===== src/rtl/usb_pwr_pkg.sv =====
package usb_pwr_pkg;
  typedef enum logic [2:0] {
    ST_OFF, ST_RUN, ST_DRAIN, ST_SUSP, ST_RESUME, ST_RESET
  } pwr_st_e;

  localparam int PB_PHYS = 0;
  localparam int PB_SUSP = 1;
  localparam int PB_RES  = 2;
  localparam int PB_RST  = 3;
  localparam int PB_HS   = 4;
  localparam int PB_HSEN = 5;
  localparam int PB_USED = 6;
endpackage


===== src/rtl/usb_pwr_regs.sv =====
module usb_pwr_regs (
  input  logic clk,
  input  logic rst_n,
  input  logic wr,
  input  logic wd_phys,
  input  logic wd_susp,
  input  logic wd_res,
  input  logic wd_rst,
  input  logic wd_hsen,
  input  logic wake,
  input  logic rst_hold,
  output logic q_phys,
  output logic q_susp,
  output logic q_res,
  output logic q_rst,
  output logic q_hsen
);
  logic n_susp, n_res;

  always_comb begin
    n_susp = (wr ? wd_susp : q_susp) & ~rst_hold & ~(wake & ~wr);
    n_res  = wr ? wd_res : (q_res | wake);
  end

  always_ff @(posedge clk or negedge rst_n) begin
    if (!rst_n) begin
      q_phys <= 1'b0;
      q_susp <= 1'b0;
      q_res  <= 1'b0;
      q_rst  <= 1'b0;
      q_hsen <= 1'b0;
    end else begin
      if (wr) begin
        q_phys <= wd_phys;
        q_rst  <= wd_rst;
        q_hsen <= wd_hsen;
      end
      q_susp <= n_susp;
      q_res  <= n_res;
    end
  end

  AST_SW_WINS_RESUME: assert property (@(posedge clk) disable iff (!rst_n)
    (wr && !wd_res) |=> !q_res);
  AST_WAKE_SETS_RESUME: assert property (@(posedge clk) disable iff (!rst_n)
    (wake && !wr) |=> (q_res && !q_susp));
endmodule


===== src/rtl/usb_pwr_fsm.sv =====
module usb_pwr_fsm
  import usb_pwr_pkg::*;
(
  input  logic    clk,
  input  logic    rst_n,
  input  logic    host,
  input  logic    susp_b,
  input  logic    res_b,
  input  logic    rst_b,
  input  logic    phys_b,
  input  logic    busy,
  input  logic    resume_det,
  input  logic    irq_en,
  output pwr_st_e st,
  output logic    wake,
  output logic    rst_enter,
  output logic    frame_en,
  output logic    sched_en,
  output logic    sof_en,
  output logic    drive_resume,
  output logic    drive_reset,
  output logic    phy_lowpwr,
  output logic    irq
);
  pwr_st_e nxt;

  assign wake = (st == ST_SUSP) && resume_det;

  always_comb begin
    nxt = st;
    if (!host)      nxt = ST_OFF;
    else if (rst_b) nxt = ST_RESET;
    else begin
      case (st)
        ST_OFF:    nxt = ST_RUN;
        ST_RUN:    if (res_b) nxt = ST_RESUME;
                   else if (susp_b) nxt = busy ? ST_DRAIN : ST_SUSP;
        ST_DRAIN:  if (res_b) nxt = ST_RESUME;
                   else if (!susp_b) nxt = ST_RUN;
                   else if (!busy) nxt = ST_SUSP;
        ST_SUSP:   if (wake || res_b) nxt = ST_RESUME;
        ST_RESUME: if (!res_b) nxt = ST_RUN;
        ST_RESET:  nxt = ST_RUN;
        default:   nxt = ST_OFF;
      endcase
    end
  end

  assign rst_enter = (nxt == ST_RESET) && (st != ST_RESET);

  always_ff @(posedge clk or negedge rst_n) begin
    if (!rst_n) begin
      st  <= ST_OFF;
      irq <= 1'b0;
    end else begin
      st  <= nxt;
      irq <= wake & irq_en;
    end
  end

  always_comb begin
    frame_en     = (st == ST_RUN) || (st == ST_DRAIN);
    sched_en     = (st == ST_RUN);
    sof_en       = (st == ST_RUN);
    drive_resume = (st == ST_RESUME);
    drive_reset  = (st == ST_RESET);
    phy_lowpwr   = (st == ST_SUSP) && phys_b;
  end

  AST_DRAIN_BEFORE_SUSPEND: assert property (@(posedge clk) disable iff (!rst_n)
    (host && st == ST_RUN && susp_b && !res_b && !rst_b && busy) |=> (st != ST_SUSP));
  AST_SUSPEND_QUIET: assert property (@(posedge clk) disable iff (!rst_n)
    (st == ST_SUSP) |-> (!sched_en && !sof_en && !frame_en));
  AST_LINE_CMD_EXCLUSIVE: assert property (@(posedge clk) disable iff (!rst_n)
    $onehot0({drive_reset, drive_resume, phy_lowpwr}));
  AST_RESET_WINS: assert property (@(posedge clk) disable iff (!rst_n)
    (host && rst_b) |=> drive_reset);
endmodule


===== src/rtl/usb_pwr_hsneg.sv =====
module usb_pwr_hsneg (
  input  logic clk,
  input  logic rst_n,
  input  logic in_reset,
  input  logic rst_enter,
  input  logic hsen,
  input  logic done,
  input  logic result,
  output logic negotiate,
  output logic hs_mode
);
  logic neg_done;

  assign negotiate = in_reset & hsen & ~neg_done;

  always_ff @(posedge clk or negedge rst_n) begin
    if (!rst_n) begin
      neg_done <= 1'b0;
      hs_mode  <= 1'b0;
    end else if (rst_enter) begin
      neg_done <= 1'b0;
      hs_mode  <= 1'b0;
    end else if (negotiate && done) begin
      neg_done <= 1'b1;
      hs_mode  <= result;
    end
  end

  AST_HS_CLEARED_ON_RESET: assert property (@(posedge clk) disable iff (!rst_n)
    rst_enter |=> !hs_mode);
  AST_CHIRP_ENDS_REQUEST: assert property (@(posedge clk) disable iff (!rst_n)
    (negotiate && done && !rst_enter) |=> (!negotiate && hs_mode == $past(result)));
endmodule


===== src/rtl/usb_host_pwr_ctl.sv =====
module usb_host_pwr_ctl
  import usb_pwr_pkg::*;
#(
  parameter int PWR_W = 8
) (
  input  logic             clk,
  input  logic             rst_n,
  input  logic             role_dev,
  input  logic             sess_on,
  input  logic             pwr_wr,
  input  logic [PWR_W-1:0] pwr_wdata,
  output logic [PWR_W-1:0] pwr_rdata,
  input  logic             irq_resume_en,
  input  logic             xfer_busy,
  input  logic             bus_resume_det,
  input  logic             chirp_done,
  input  logic             chirp_hs,
  output logic             frame_en,
  output logic             sched_en,
  output logic             sof_en,
  output logic             drive_resume,
  output logic             drive_reset,
  output logic             phy_lowpwr,
  output logic             hs_negotiate,
  output logic             resume_irq
);
  localparam int SPARE_W = PWR_W - PB_USED;

  logic    host, wake, rst_enter;
  logic    q_phys, q_susp, q_res, q_rst, q_hsen, hs_mode;
  pwr_st_e st;
  logic    unused_wbits;

  assign host         = ~role_dev & sess_on;
  assign unused_wbits = ^{pwr_wdata[PWR_W-1:PB_USED], pwr_wdata[PB_HS]};

  usb_pwr_regs u_regs (
    .clk      (clk),
    .rst_n    (rst_n),
    .wr       (pwr_wr),
    .wd_phys  (pwr_wdata[PB_PHYS]),
    .wd_susp  (pwr_wdata[PB_SUSP]),
    .wd_res   (pwr_wdata[PB_RES]),
    .wd_rst   (pwr_wdata[PB_RST]),
    .wd_hsen  (pwr_wdata[PB_HSEN]),
    .wake     (wake),
    .rst_hold (host & q_rst),
    .q_phys   (q_phys),
    .q_susp   (q_susp),
    .q_res    (q_res),
    .q_rst    (q_rst),
    .q_hsen   (q_hsen)
  );

  usb_pwr_fsm u_fsm (
    .clk          (clk),
    .rst_n        (rst_n),
    .host         (host),
    .susp_b       (q_susp),
    .res_b        (q_res),
    .rst_b        (q_rst),
    .phys_b       (q_phys),
    .busy         (xfer_busy),
    .resume_det   (bus_resume_det),
    .irq_en       (irq_resume_en),
    .st           (st),
    .wake         (wake),
    .rst_enter    (rst_enter),
    .frame_en     (frame_en),
    .sched_en     (sched_en),
    .sof_en       (sof_en),
    .drive_resume (drive_resume),
    .drive_reset  (drive_reset),
    .phy_lowpwr   (phy_lowpwr),
    .irq          (resume_irq)
  );

  usb_pwr_hsneg u_hs (
    .clk       (clk),
    .rst_n     (rst_n),
    .in_reset  (st == ST_RESET),
    .rst_enter (rst_enter),
    .hsen      (q_hsen),
    .done      (chirp_done),
    .result    (chirp_hs),
    .negotiate (hs_negotiate),
    .hs_mode   (hs_mode)
  );

  always_comb begin
    pwr_rdata          = '0;
    pwr_rdata[PB_PHYS] = q_phys;
    pwr_rdata[PB_SUSP] = q_susp;
    pwr_rdata[PB_RES]  = q_res;
    pwr_rdata[PB_RST]  = q_rst;
    pwr_rdata[PB_HS]   = hs_mode;
    pwr_rdata[PB_HSEN] = q_hsen;
  end

  AST_OFF_WHEN_NOT_HOST: assert property (@(posedge clk) disable iff (!rst_n)
    !host |=> !(frame_en || sched_en || sof_en || drive_resume || drive_reset || phy_lowpwr));
  AST_IRQ_GATED: assert property (@(posedge clk) disable iff (!rst_n)
    resume_irq |-> $past(irq_resume_en));
  AST_IRQ_ONE_CYCLE: assert property (@(posedge clk) disable iff (!rst_n)
    resume_irq |=> !resume_irq);
  AST_SPARE_READ_ZERO: assert property (@(posedge clk) disable iff (!rst_n)
    pwr_rdata[PWR_W-1:PB_USED] == {SPARE_W{1'b0}});
endmodule


===== config.mk =====
export PLATFORM = sky130hd
export DESIGN_NAME = usb_host_pwr_ctl
export DESIGN_NICKNAME = d
export VERILOG_FILES = /design/src/rtl/usb_pwr_pkg.sv /design/src/rtl/usb_pwr_regs.sv /design/src/rtl/usb_pwr_fsm.sv /design/src/rtl/usb_pwr_hsneg.sv /design/src/rtl/usb_host_pwr_ctl.sv
export SDC_FILE = /design/constraint.sdc
export NUM_CORES = 1
export LEC_CHECK = 0
export BUFFER_PORTS_ARGS = -buffer_cell sky130_fd_sc_hd__buf_2
export CORE_UTILIZATION = 40
export CTS_CLUSTER_SIZE = 12
export DETAILED_ROUTE_END_ITERATION = 8
export PLACE_DENSITY_LB_ADDON = 0.2
export SLEW_MARGIN = 10
export SYNTH_ARGS = -nofsm -noshare
export SYNTH_HDL_FRONTEND = slang
export SYNTH_HIERARCHICAL = 1
export SYNTH_SLANG_ARGS = --single-unit

===== constraint.sdc =====
create_clock -name clk -period 1.4 [get_ports clk]
set_clock_uncertainty 0.1 [all_clocks]
set_input_delay 0.14 -clock clk [delete_from_list [all_inputs] [get_ports clk]]
set_output_delay 0.14 -clock clk [all_outputs]
set_load 0.05 [all_outputs]

==> summary by stage, run 1 <==
Logic synthesis
Of the post-synthesis cell area, the dominant cell type holds 0.3813. Among all flip-flop cells after synthesis, the most frequent one is sky130_fd_sc_hd__dfrtp_1. Yosys attributes the largest share of cell area to sky130_fd_sc_hd__dfrtp_1 38%, sky130_fd_sc_hd__buf_4 10%, sky130_fd_sc_hd__mux2_2 4.7%.

Synthesis instantiated 32 different standard cells from the library. The cell type contributing the most total cell area after synthesis is sky130_fd_sc_hd__dfrtp_1. Yosys mapped a number of flops with a built-in enable equal to 0. Counting flops and latches in the post-synthesis netlist gives 11. For this run, the number of Yosys warnings is 6. The mean instance size in the synthesized netlist is 9.890 um^2. In the synthesized netlist the async set-or-reset flop fraction comes to 1.000. The most frequently used cell type in the post-synthesis netlist is sky130_fd_sc_hd__dfrtp_1. Ranked by instance count, the synthesized netlist is headed by 11 x sky130_fd_sc_hd__dfrtp_1, 10 x sky130_fd_sc_hd__buf_4, 5 x sky130_fd_sc_hd__a21oi_1, 5 x sky130_fd_sc_hd__nand2_1, 4 x sky130_fd_sc_hd__nor2b_1. The cell area after technology mapping is 721.9 um^2. The number of instances in the synthesized netlist is 73. The post-synthesis sequential area ratio is 0.3813.

Place
Once placement finished, the instance area stood at 909.6 um^2. The wire-length estimate of the detail-placed layout is 1119 um. The total placed cells including tap cells is 125. During placement, the flow inserted port buffers numbering 28.

The global placement routability congestion is 0.7658.

Timing
Summed over all failing endpoints, the final setup total negative slack is -0.9710 ns. The final-report setup violation count is 10. On the final layout, the worst hold slack is 0.008934 ns. The clock period minus worst slack is 1.550 ns. The period utilization is 1.107.

Setup repair after global routing could not meet its margin everywhere. The number of max-slew violations in the final report is 0. The top achievable clock speed is 645.0 MHz.

The setup slack of the critical path after layout is -0.1503 ns. The number of hold-slack violations in the final timing report came to 0.

Detailed routing
After detailed routing, the number of vias per cell comes to 4.891. The sum of routed wire length over all layers is 1654 um. The final routed wire length divided by cell count is 11.99 um. The first TritonRoute pass finished after 4 iterations. For this run, design rule violations remaining after detail routing come to 0. The number of nets still failing antenna checks after routing is 0. The detailed router placed 675 vias in this run. The detailed router finished its first iteration with 10 violations.

Critical path
The critical path is of the flip-flop to primary output type. The worst path arrival time is 1.31 ns. At the worst endpoint, the required time is 1.16 ns. The largest fanout on the critical path is 7. The type of element capturing the critical path is a primary output. The worst setup path is launched from a flip-flop.

Die
The die covers 1979 um^2. From left edge to right edge, the die measures 44.49 um. The I/O pin count is 34. For this configuration, the core starts out at a cell density of 0.4529. The chip height is 44.49 um. The area inside the core boundary is 1594 um^2.

The number of rows created at floorplan is 14.

Layout
The final net count is 133. Counting the fill cells in the layout gives 132. Of the cells placed in the final design, the portion with a size suffix greater than 1 is 0.5439.

The cell area after layout is 1107 um^2. Compared with the post-synthesis result, the final layout area differs by 53.38%. The post-route core utilization is 0.6947. The repair_antennas step left the layout with diodes totalling 0. The number of standard cells in the layout, taps in and fillers out is 138.

Power
The leakage component of the power is 0.5488 nW. The worst-case IR drop observed on VDD is 783.8 uV. Dividing total power by cell area gives a power density of 907.4 nW/um^2.

Global routing
The number of antenna violations at the first check in global routing was 0. The via count of the first global-routing pass is 578. The first global-routing pass estimated 2539 um of wire. The overflow left after global routing is 0. The maximum number of pins on one net before global-route repair is 12. The overall fraction of global-route tracks in use is 0.1778.

CTS
The number of CTS-inserted buffers is 3. Clock-pin slew was measured on the worst setup and hold paths at 0.07 ns. The clock latency on the worst-skew pair is 0.27 ns. CTS built an H-tree with a depth of 1. The tree is rooted in a sky130_fd_sc_hd__clkbuf_4.

The CTS tree is yes. For this design, the sink count on the clock tree is 11. The number of buffers between clock root and the deepest sink is 2.

Worst hold path
The min-delay analysis places its worst path in the category input port to flip-flop.

Job
The tool flagged a number of max-cap violations equal to 0.

Run status
The run finished, with violations left. The checks that failed: setup timing.
-- critical path, cell delays in order, from the launching register on --
cell,delay (ns)
sky130_fd_sc_hd__dfrtp_2,0.47
sky130_fd_sc_hd__and3b_1,0.25
sky130_fd_sc_hd__and3_4,0.19
sky130_fd_sc_hd__buf_8,0.14
-- routing by layer --
layer / part of all wire / track usage / vias up / wire length, um
li1: - / - / 323 / -
met1: 0.45 / 0.2468 / 320 / 750
met2: 0.48 / 0.2706 / 28 / 800
met3: 0.049 / 0.03673 / 4 / 81
met4: 0.013 / 0.07273 / 0 / 22
met5: 0 / 0 / - / 0
-- state kept, by name, indices dropped and copies added, names as in the netlist --
signal         cells
u_fsm/st           3
u_fsm/irq          1
u_hs/hs_mode       1
u_hs/neg_done      1
u_regs/q_hsen      1
u_regs/q_phys      1
u_regs/q_res       1
u_regs/q_rst       1
u_regs/q_susp      1
-- power by group --
| part | internal [mW] | switching (mW) | total [mW] |
|---|---|---|---|
| combinational | 0.172 | 0.240 | 0.412 |
| clock | 0.110 | 0.108 | 0.218 |
| sequential | 0.344 | 0.0303 | 0.375 |
| total | 0.627 | 0.378 | 1.00 |
-- final timing paths --
check                                          from                         to  slack [ns]  cells past startpoint
min in group asynchronous                     rst_n     u_regs/q_res$_DFF_PN0_        0.16                      2
max reg2reg                   u_fsm/st[1]$_DFF_PN0_      u_fsm/st[1]$_DFF_PN0_       -0.09                      4
min                                    pwr_wdata[5]  u_regs/q_hsen$_DFFE_PN0P_       0.009                      2
max                           u_fsm/st[1]$_DFF_PN0_               hs_negotiate       -0.15                      3
min reg2reg                u_regs/q_rst$_DFFE_PN0P_      u_fsm/st[1]$_DFF_PN0_        0.44                      1
max in group asynchronous                     rst_n      u_fsm/st[1]$_DFF_PN0_        0.82                      2
-- layout by cell type, fill, tap and decap left out, types with 2 or more instances in the layout --
cell type | Yosys | final
sky130_fd_sc_hd__a21oi_2 | 0 | 2
sky130_fd_sc_hd__clkbuf_4 | 0 | 3
sky130_fd_sc_hd__dfrtp_2 | 0 | 2
sky130_fd_sc_hd__nand2b_1 | 3 | 3
sky130_fd_sc_hd__mux2_2 | 3 | 3
sky130_fd_sc_hd__inv_1 | 3 | 3
sky130_fd_sc_hd__nand2_1 | 5 | 5
sky130_fd_sc_hd__and3b_1 | 2 | 2
sky130_fd_sc_hd__nor2b_1 | 4 | 2
sky130_fd_sc_hd__and2b_1 | 2 | 2
sky130_fd_sc_hd__and3_1 | 2 | 2
sky130_fd_sc_hd__buf_2 | 0 | 21
sky130_fd_sc_hd__a21oi_1 | 5 | 3
sky130_fd_sc_hd__dfrtp_1 | 11 | 9
sky130_fd_sc_hd__buf_4 | 10 | 12
sky130_fd_sc_hd__buf_6 | 1 | 8
sky130_fd_sc_hd__nor3b_4 | 0 | 2
sky130_fd_sc_hd__nor2_1 | 2 | 2
sky130_fd_sc_hd__and2_1 | 2 | 2
sky130_fd_sc_hd__dlygate4sd3_1 | 0 | 5
sky130_fd_sc_hd__conb_1 | 1 | 2
-- stage by stage --
step | total power [mW] | worst slack, ns
after global routing | 1.052 | -0.2153
final | 1.005 | -0.1503
after floorplan | 0.6600 | -0.1758
after detailed placement | 0.7194 | 0.003416
after CTS | 0.9958 | -0.1612
after global placement | 0.7150 | 0.02634
-- final cells by class --
class	count	area, um^2	share of cell area
Sequential cell	11	277.8	0.2508
Inverter	3	11.26	0.01017
Clock buffer	4	26.28	0.02373
Timing Repair Buffer	47	350.3	0.3164
Tap cell	24	30.03	0.02712
Multi-Input combinational cell	49	411.6	0.3718
-- what timing repair did --
action	in CTS	in global routing
setup buffers	5	1
endpoints found under the hold margin	15	0
hold buffers	5	0
endpoints found under the setup margin	8	14
pin swaps	3	5
gates resized for setup	20	6
-- logic make-up (layout without fill, tap and decap cells) --
group / Yosys count / count (layout) / share of synthesized area
flip-flops: 11 / 11 / 0.3813
multiplexers: 4 / 4 / 0.06066
XOR/XNOR: 1 / 1 / 0.01213
other: 1 / 2 / 0.005194
buffers and inverters: 14 / 54 / 0.1352
AND/OR/NAND/NOR: 28 / 28 / 0.2738
AO/OA/AOI/OAI: 14 / 14 / 0.1317
Power figures use the tool's default switching activity.
==> run 2, diff against run 1 <==
--- a/config.mk
+++ b/config.mk
@@ -5,8 +5,9 @@
 export SDC_FILE = /design/constraint.sdc
 export NUM_CORES = 1
 export LEC_CHECK = 0
+export ABC_AREA = 1
 export BUFFER_PORTS_ARGS = -buffer_cell sky130_fd_sc_hd__buf_2
-export CORE_UTILIZATION = 40
+export CORE_UTILIZATION = 41
 export CTS_CLUSTER_SIZE = 12
 export DETAILED_ROUTE_END_ITERATION = 8
 export PLACE_DENSITY_LB_ADDON = 0.2
==> run 2 against run 1 <==
The flow still finishes with violations (setup timing). Critical path depth increased by 8. Worst setup slack worse by 0.075 ns. Power fell by 7.9%. Sequential power shrank 3%. Critical endpoint is now u_hs/hs_mode$_DFFE_PN0P_. Global-route usage rose by 3.2 points. Sequential share of layout area down 3.7 points. Count of clock-buffer cells in the layout is the same. Register-to-register slack got worse by 0.14 ns. Combinational power decreased by 15%. Wire length is 17% higher. Hold slack better by 0.023 ns. Clock power fell by 2%.
==> summary by stage, run 2 <==
Run status
The flow ran to the end, but the final reports show violations. The final reports fail on setup timing.

Critical path
At the worst endpoint, the arrival time is 1.68 ns. In this run the critical register-to-register path is launched from u_fsm/st[2]$_DFF_PN0_. The worst setup path is launched from a flip-flop. STA classifies the critical path endpoint as a flip-flop. The critical path contains buffers and inverters numbering 3 combined. The critical path class is flip-flop to flip-flop.

The delay contributed by the slowest stage of the critical path is 0.43 ns. Walking the worst path, the cells encountered are buf_4 -> nor2_4 -> nand3b_1 -> nand2_1 -> inv_2 -> nand2_1 -> nor2_1 -> nor2_1 -> inv_2 -> nand4_1 -> nand2_1. In this design, the critical path's most frequently occurring cell is sky130_fd_sc_hd__nand2_1. Along the worst path, the maximum fanout reaches 3. Broken down by cell family, the worst path's largest delay share belongs to simple AND/OR/NAND/NOR gates. The critical path starts at u_fsm/st[2]$_DFF_PN0_. For the worst setup path, the data required time is 1.46 ns.

The standard cell with the maximum stage delay on the critical path is sky130_fd_sc_hd__dfrtp_1.

Logic synthesis
The count of distinct cell types in the synthesized netlist is 18. The area share of the leading cell type in the synthesized netlist is 0.3589. Dividing the synthesized area by the synthesized cell count gives 6.787 um^2.

The cell count after synthesis came out at 113. The number of synthesized flops with an enable pin is 0. In the post-synthesis netlist, the biggest area contributors are sky130_fd_sc_hd__dfrtp_1 36%, sky130_fd_sc_hd__nand2_1 13%, sky130_fd_sc_hd__inv_1 11%.

Among all cell types in the netlist, the one instantiated most often is sky130_fd_sc_hd__nand2_1. The portion of synthesized area spent on multiplexers is 0. Of the total synthesized cell area, the portion taken by AND, OR, NAND and NOR gates is 0.3393. The area share of xor/xnor cells in the synthesized design is 0.

Of the synthesized area, sequential elements account for 0.3589. The post-synthesis async set-or-reset flop share is 1.000. The number of warnings printed during yosys synthesis is 6. The post-synthesis compound-gate area fraction is 0.07178. The arithmetic-cell share of the synthesized area counting full adders, half adders and majority gates is 0.

The combinational family with the most area after synthesis is simple AND/OR/NAND/NOR gates. After synthesis the netlist holds a flip-flop and latch count of 11. In the synthesized netlist, the cells that appear most often are 26 x sky130_fd_sc_hd__nand2_1, 23 x sky130_fd_sc_hd__inv_1, 11 x sky130_fd_sc_hd__dfrtp_1, 11 x sky130_fd_sc_hd__nor2_1, 9 x sky130_fd_sc_hd__buf_4.

The cell type contributing the most total cell area after synthesis is sky130_fd_sc_hd__dfrtp_1. The most frequently used flop master after synthesis is sky130_fd_sc_hd__dfrtp_1. The cell area after technology mapping is 767.0 um^2.

CTS
The later pin in the worst-skew pair is clocked with a latency of 0.26 ns. The number of CTS-inserted buffers is 3. The sink count of the clock tree is 11. CTS built an H-tree with a depth of 1. TritonCTS built the clock tree. The clock passes through at most 2 buffers. Clock-pin slew was measured on the worst setup and hold paths at 0.07 ns. The clock tree root buffer cell is sky130_fd_sc_hd__clkbuf_4.

Layout
The repair_antennas step left the layout with diodes totalling 0. The most common cell after layout, fill and taps aside is sky130_fd_sc_hd__buf_2. The number of standard cells in the layout, taps in and fillers out is 189.

The net count of the finished layout is 183. The register with the most flip-flops in the layout has 3 of them. The share of post-route cells with drive strength above 1 is 0.5183.

For this run, the share of the core covered by cells in the final layout is 0.7455. The top cell types in the final layout, fill and taps aside, are 21 x sky130_fd_sc_hd__buf_2, 20 x sky130_fd_sc_hd__nand2_1, 19 x sky130_fd_sc_hd__inv_1, 13 x sky130_fd_sc_hd__buf_4, 12 x sky130_fd_sc_hd__buf_6. The register containing the most flip-flops in the final layout is u_fsm/st.

Fill cells in the final layout number 140. The area growth from synthesis to layout is 69.66%.

Detailed routing
The number of nets still failing antenna checks after routing is 0. The total number of vias is 859. The first routing iteration left 13 violations.

The final routed wire length divided by cell count is 10.28 um. In the routed layout, each cell is associated on average with a via count of 4.545. After detailed routing, the number of remaining DRC violations is 0. The first detailed-routing pass took 4 iterations. For this block, the routed nets add up to 1942 um of wire.

Power
After layout, the design draws a total of 0.9256 mW. IR analysis of the VDD net gives a maximum drop of 436.1 uV. The leakage component of the power is 0.7276 nW.

Dividing total power by cell area gives a power density of 711.3 nW/um^2.

Global routing
The first global-routing pass estimated 3111 um of wire. Entering global routing, the biggest net connects 12 pins. In the global route stage, overall resource usage came out at 0.2099.

The overflow left after global routing is 0. The number of antenna violations at the first check in global routing was 0. The via count of the first global-routing pass is 746.

Die
The area inside the core boundary is 1745 um^2. The die is 45.25 um tall. The floorplan die area is 2048 um^2.

For this configuration, the core starts out at a cell density of 0.4394. The number of rows created at floorplan is 15. 34 I/O pins were placed. From left edge to right edge, the die measures 45.25 um.

Timing
The sum of negative setup slack is -1.577 ns. Timing would allow up to 615.4 MHz. Setup repair after global routing could not meet its margin everywhere. The final-report setup violation count is 10. The smallest clock period supported by the final layout is computed as 1.625 ns.

The number of hold-slack violations in the final timing report is 0. The worst slack on hold paths is 0.03185 ns. The setup slack of the critical path after layout is -0.2250 ns. In the finished design, the share of the clock period the worst path needs comes to 1.161.

The number of max-slew violations in the final report came to 0.

Worst hold path
The class of the worst hold path is input port to flip-flop. The hold path startpoint is chirp_hs.

Job
The tool flagged a number of max-cap violations equal to 0.

Place
In this run the tool buffered the top-level ports with 28 buffer cells. At the end of routability-driven placement, the weighted congestion stood at 0.8446. Detailed placement finished with a half-perimeter wire length of 1276 um. The total placed cells including tap cells is 169.
[run 2: changes by cell type in the layout (fill, tap and decap cells not counted), sizes merged, moves of 5 or more]
cell	before	now
nand2	5	31
nor2	2	15
nand3	0	5
buf	42	50
inv	3	25
[run 2: stage by stage]
step | cell area (um^2) | setup WS, ns
finish | 1301 | -0.2250
floorplan | 788.3 | -0.2477
global route | 1301 | -0.3039
detailed placement | 970.9 | -0.2044
CTS | 1249 | -0.1958
global placement | 970.9 | -0.1605
[run 2: cells by family after synthesis]
group,after synthesis
simple gates,57
buf+inv,35
compound gates,9
flops,11
other cells,1
[run 2: final timing paths]
kind / to / slack, ns / cells past startpoint
hold / removal: u_hs/hs_mode$_DFFE_PN0P_ / 0.03 / 3
setup / recovery: u_hs/hs_mode$_DFFE_PN0P_ / -0.23 / 11
min in group asynchronous: u_regs/q_rst$_DFFE_PN0P_ / 0.19 / 2
max in group asynchronous: u_fsm/st[1]$_DFF_PN0_ / 0.79 / 2
hold reg to reg: u_hs/hs_mode$_DFFE_PN0P_ / 0.42 / 2
setup reg to reg: u_hs/hs_mode$_DFFE_PN0P_ / -0.23 / 11
[run 2: what timing repair did]
action	4_1_cts	5_1_grt
hold buffers	6	0
buffers inserted	7	3
resized for setup	40	11
endpoints found under the setup margin	10	12
gates cloned	0	0
endpoints found under the hold margin	16	0
pin swaps	5	3
[run 2: cell type report]
| cell class | instances | area [um^2] | area share |
|---|---|---|---|
| timing repair buffer | 56 | 457.9 | 0.3519 |
| tap | 25 | 31.28 | 0.02404 |
| clock buffer | 4 | 26.28 | 0.02019 |
| sequential | 11 | 277.8 | 0.2135 |
| multi-input combinational | 68 | 411.6 | 0.3163 |
| inverter | 25 | 96.34 | 0.07404 |
[run 2: worst reg2reg max path: cells and delay by family (launching register included)]
kind | cells | cell delay [ns]
AND/OR/NAND/NOR | 8 | 0.73
flip-flops | 1 | 0.43
buffers and inverters | 3 | 0.27
[run 2: report_power, final]
part           total, mW  switching, mW  leakage [nW]  internal (mW)
registers          0.363         0.0247         0.139          0.338
clock network      0.213          0.103        0.0150          0.110
logic              0.349          0.210         0.573          0.139
[run 2: layer usage]
layer  up-vias  part of all wire  GRT usage
met3         2             0.028    0.02400
met1       398              0.41     0.2626
met5         -                 0          0
met4         0            0.0088    0.05455
li1        434                 -          -
met2        25              0.55     0.3797
==> run 3, diff against run 2 <==
--- a/config.mk
+++ b/config.mk
@@ -7,7 +7,10 @@
 export LEC_CHECK = 0
 export ABC_AREA = 1
 export BUFFER_PORTS_ARGS = -buffer_cell sky130_fd_sc_hd__buf_2
-export CORE_UTILIZATION = 41
+export CELL_PAD_IN_SITES_DETAIL_PLACEMENT = 1
+export CELL_PAD_IN_SITES_GLOBAL_PLACEMENT = 1
+export CORE_ASPECT_RATIO = 1.5
+export CORE_UTILIZATION = 28
 export CTS_CLUSTER_SIZE = 12
 export DETAILED_ROUTE_END_ITERATION = 8
 export PLACE_DENSITY_LB_ADDON = 0.2
==> run 3 against run 2 <==
The run still ends with setup timing left. Power down 0.60%. Sequential power is essentially flat. Design area down 1.3%. Global-route usage is 3.8 points lower. Non-clock buffer count down 1. Die area increased by 44%. Sequential cell count is the same. Maximum frequency is 5.1% lower.
==> summary by stage, run 3 (synthesis results as in run 2) <==
Run status
The flow ran to the end, but the final reports show violations. The final reports fail on setup timing.

Layout
The post-route core utilization is 0.5074. In the final design database the tool counted 182 nets. In the layout the commonest cells are 23 x sky130_fd_sc_hd__nand2_1, 21 x sky130_fd_sc_hd__buf_2, 20 x sky130_fd_sc_hd__inv_1, 13 x sky130_fd_sc_hd__buf_4, 12 x sky130_fd_sc_hd__buf_6.

Compared with the post-synthesis result, the final layout area differs by 67.54%. 0 antenna diodes ended up in the layout. The share of post-route cells with drive strength above 1 is 0.4908. The register with the most flip-flops in the layout has 3 of them.

u_fsm/st holds more flip-flops than any other register. The library cell used most frequently in the layout, excluding fill and tap cells, is sky130_fd_sc_hd__nand2_1.

Timing
The period utilization is 1.224. The setup slack of the critical path after layout is -0.3131 ns. The number of max-slew violations in the final report is 0. The clock period minus worst slack is 1.713 ns. Setup violations remaining at the end of the flow were counted as 14. Setup repair after global routing could not meet its margin everywhere. The number of hold-slack violations in the final timing report is 0. Static timing analysis puts the maximum clock frequency at 583.7 MHz.

Critical path
Among all stages on the critical path, the largest delay is contributed by sky130_fd_sc_hd__dfrtp_2. The largest fanout on the critical path is 7. STA classifies the critical path startpoint as a flip-flop. The critical path's top delay family is simple AND/OR/NAND/NOR gates.

The most used cell along the critical path is sky130_fd_sc_hd__nand2_2. Traced cell by cell, the critical path runs through nand2_4 -> nor2_4 -> nand2_2 -> nand2_2 -> nand2_2 -> a21oi_2 -> nand2_1 -> nor2_1 -> inv_2 -> nand4_1 -> nand2_1. The delay contributed by the slowest stage of the critical path is 0.50 ns. For the worst setup path, the data required time is 1.45 ns. Data arrives at the worst endpoint at 1.77 ns. The type of element capturing the critical path is a flip-flop. The critical path class is flip-flop to flip-flop. The buffers plus inverters on the worst setup path is 1.

Global routing
Entering global routing, the biggest net connects 12 pins. The number of antenna violations at the first check in global routing is 0. The overall fraction of global-route tracks in use is 0.1717.

The via count of the first global-routing pass is 858. The global-route wire length before repair is 3684 um. The overflow left after global routing is 0.

Place
Before CTS, the worst setup slack after placement is -0.2600 ns. The count of port buffers added during placement is 28. After legalization and detailed placement, the total HPWL measured 1639 um. At the end of routability-driven placement, the weighted congestion stood at 0.7800.

CTS
The clock net in this run drives a total of 11 sinks. The longest clock path from root to sink contains 2 buffers. Clock-pin slew was measured on the worst setup and hold paths at 0.07 ns. The number of CTS-inserted buffers is 3. The clock tree root buffer cell is sky130_fd_sc_hd__clkbuf_4. In this run the number of H-tree levels came out at 1. TritonCTS built the clock tree. The clock latency on the worst-skew pair is 0.26 ns.

Worst hold path
The tightest min-delay check is of the input port to flip-flop type.

Die
The floorplan die area is 2957 um^2. The region available for standard cell placement spans 2532 um^2. Measured along the x axis, the die boundary spans 44.74 um. The chip height is 66.10 um. The effective utilization at floorplan is 0.3029. The I/O pin count is 34. After floorplanning, the core was divided into 22 placement rows.

Job
Max-cap violations in this run came to 0.

Detailed routing
The sum of routed wire length over all layers is 2454 um. The detailed router put a total of 891 um of wire on met1. For this block, the initial DRC count from the detailed router was 11. For this run, design rule violations remaining after detail routing come to 0. Wire segments on met2 add up to 1486 um in the final route. The routed design uses 35 um of met3 wire. Across all layers, the routed design uses 888 vias. The top routing layer in use is met4. After detailed routing, the average wire length per cell comes to 12.33 um. Using the TritonRoute via totals, the vias-per-cell ratio works out to 4.462. The total iterations of the first detailed-routing run is 3. In this run the remaining antenna-violating nets after routing total 0.

Power
The worst-case vdd ir drop is 458.3 uV. Power spread over the standard cell area amounts to 716.0 nW/um^2. The leakage component of the power is 0.7141 nW.
[run 3: worst paths after layout]
path                                            end  depth (start not counted)  slack, ns                     start
setup reg to reg           u_hs/hs_mode$_DFFE_PN0P_                         11      -0.31     u_fsm/st[0]$_DFF_PN0_
min in group asynchronous       u_fsm/irq$_DFF_PN0_                          2       0.18                     rst_n
setup / recovery           u_hs/hs_mode$_DFFE_PN0P_                         11      -0.31     u_fsm/st[0]$_DFF_PN0_
max in group asynchronous     u_fsm/st[2]$_DFF_PN0_                          2       0.79                     rst_n
hold reg to reg            u_hs/hs_mode$_DFFE_PN0P_                          2       0.43  u_hs/hs_mode$_DFFE_PN0P_
hold / removal             u_hs/hs_mode$_DFFE_PN0P_                          3       0.07                  chirp_hs
[run 3: timing repair]
item,CTS,global route
setup buffers,2,4
pin swaps,2,9
gates cloned,0,0
resized for setup,28,14
hold buffers,6,0
endpoints found under the hold margin,16,0
endpoints found under the setup margin,11,12
[run 3: cell type report]
type,count,area (um^2)
fill,333,1247
sequential,11,279.0
timing repair buffer,55,447.9
multi-input combinational,68,390.4
clock buffer,4,26.28
inverter,25,96.34
tap,36,45.04
[run 3: worst min-delay path, stage by stage]
cell and delay [ns]:
sky130_fd_sc_hd__buf_2 0.10, sky130_fd_sc_hd__nand4_1 0.09, sky130_fd_sc_hd__nand2_1 0.07
[run 3: power breakdown]
part	internal, mW	leakage [nW]	switching, mW
Combinational	0.128	0.561	0.207
Sequential	0.339	0.138	0.0278
Clock	0.110	0.0150	0.109
Total	0.577	0.714	0.343
[run 3: stage by stage]
| stage | setup TNS (ns) | instances | hold WS (ns) | total power [mW] | instance area [um^2] |
|---|---|---|---|---|---|
| after floorplan | -0.6642 | 114 | -0.2556 | 0.5749 | 788.3 |
| after global placement | -0.6589 | 183 | -0.07239 | 0.6368 | 1007 |
| after detailed placement | -0.9537 | 183 | -0.07149 | 0.6447 | 1007 |
| after CTS | -1.717 | 195 | 0.03446 | 0.9060 | 1199 |
| after global routing | -3.318 | 199 | 0.05995 | 0.9855 | 1285 |
| final | -2.317 | 199 | 0.06701 | 0.9201 | 1285 |
[run 3: layer usage]
layer | vias to the layer above | track usage
met5 | - | 0
met4 | 0 | 0.07955
met3 | 4 | 0.008197
met2 | 17 | 0.3309
met1 | 439 | 0.1807
li1 | 428 | -
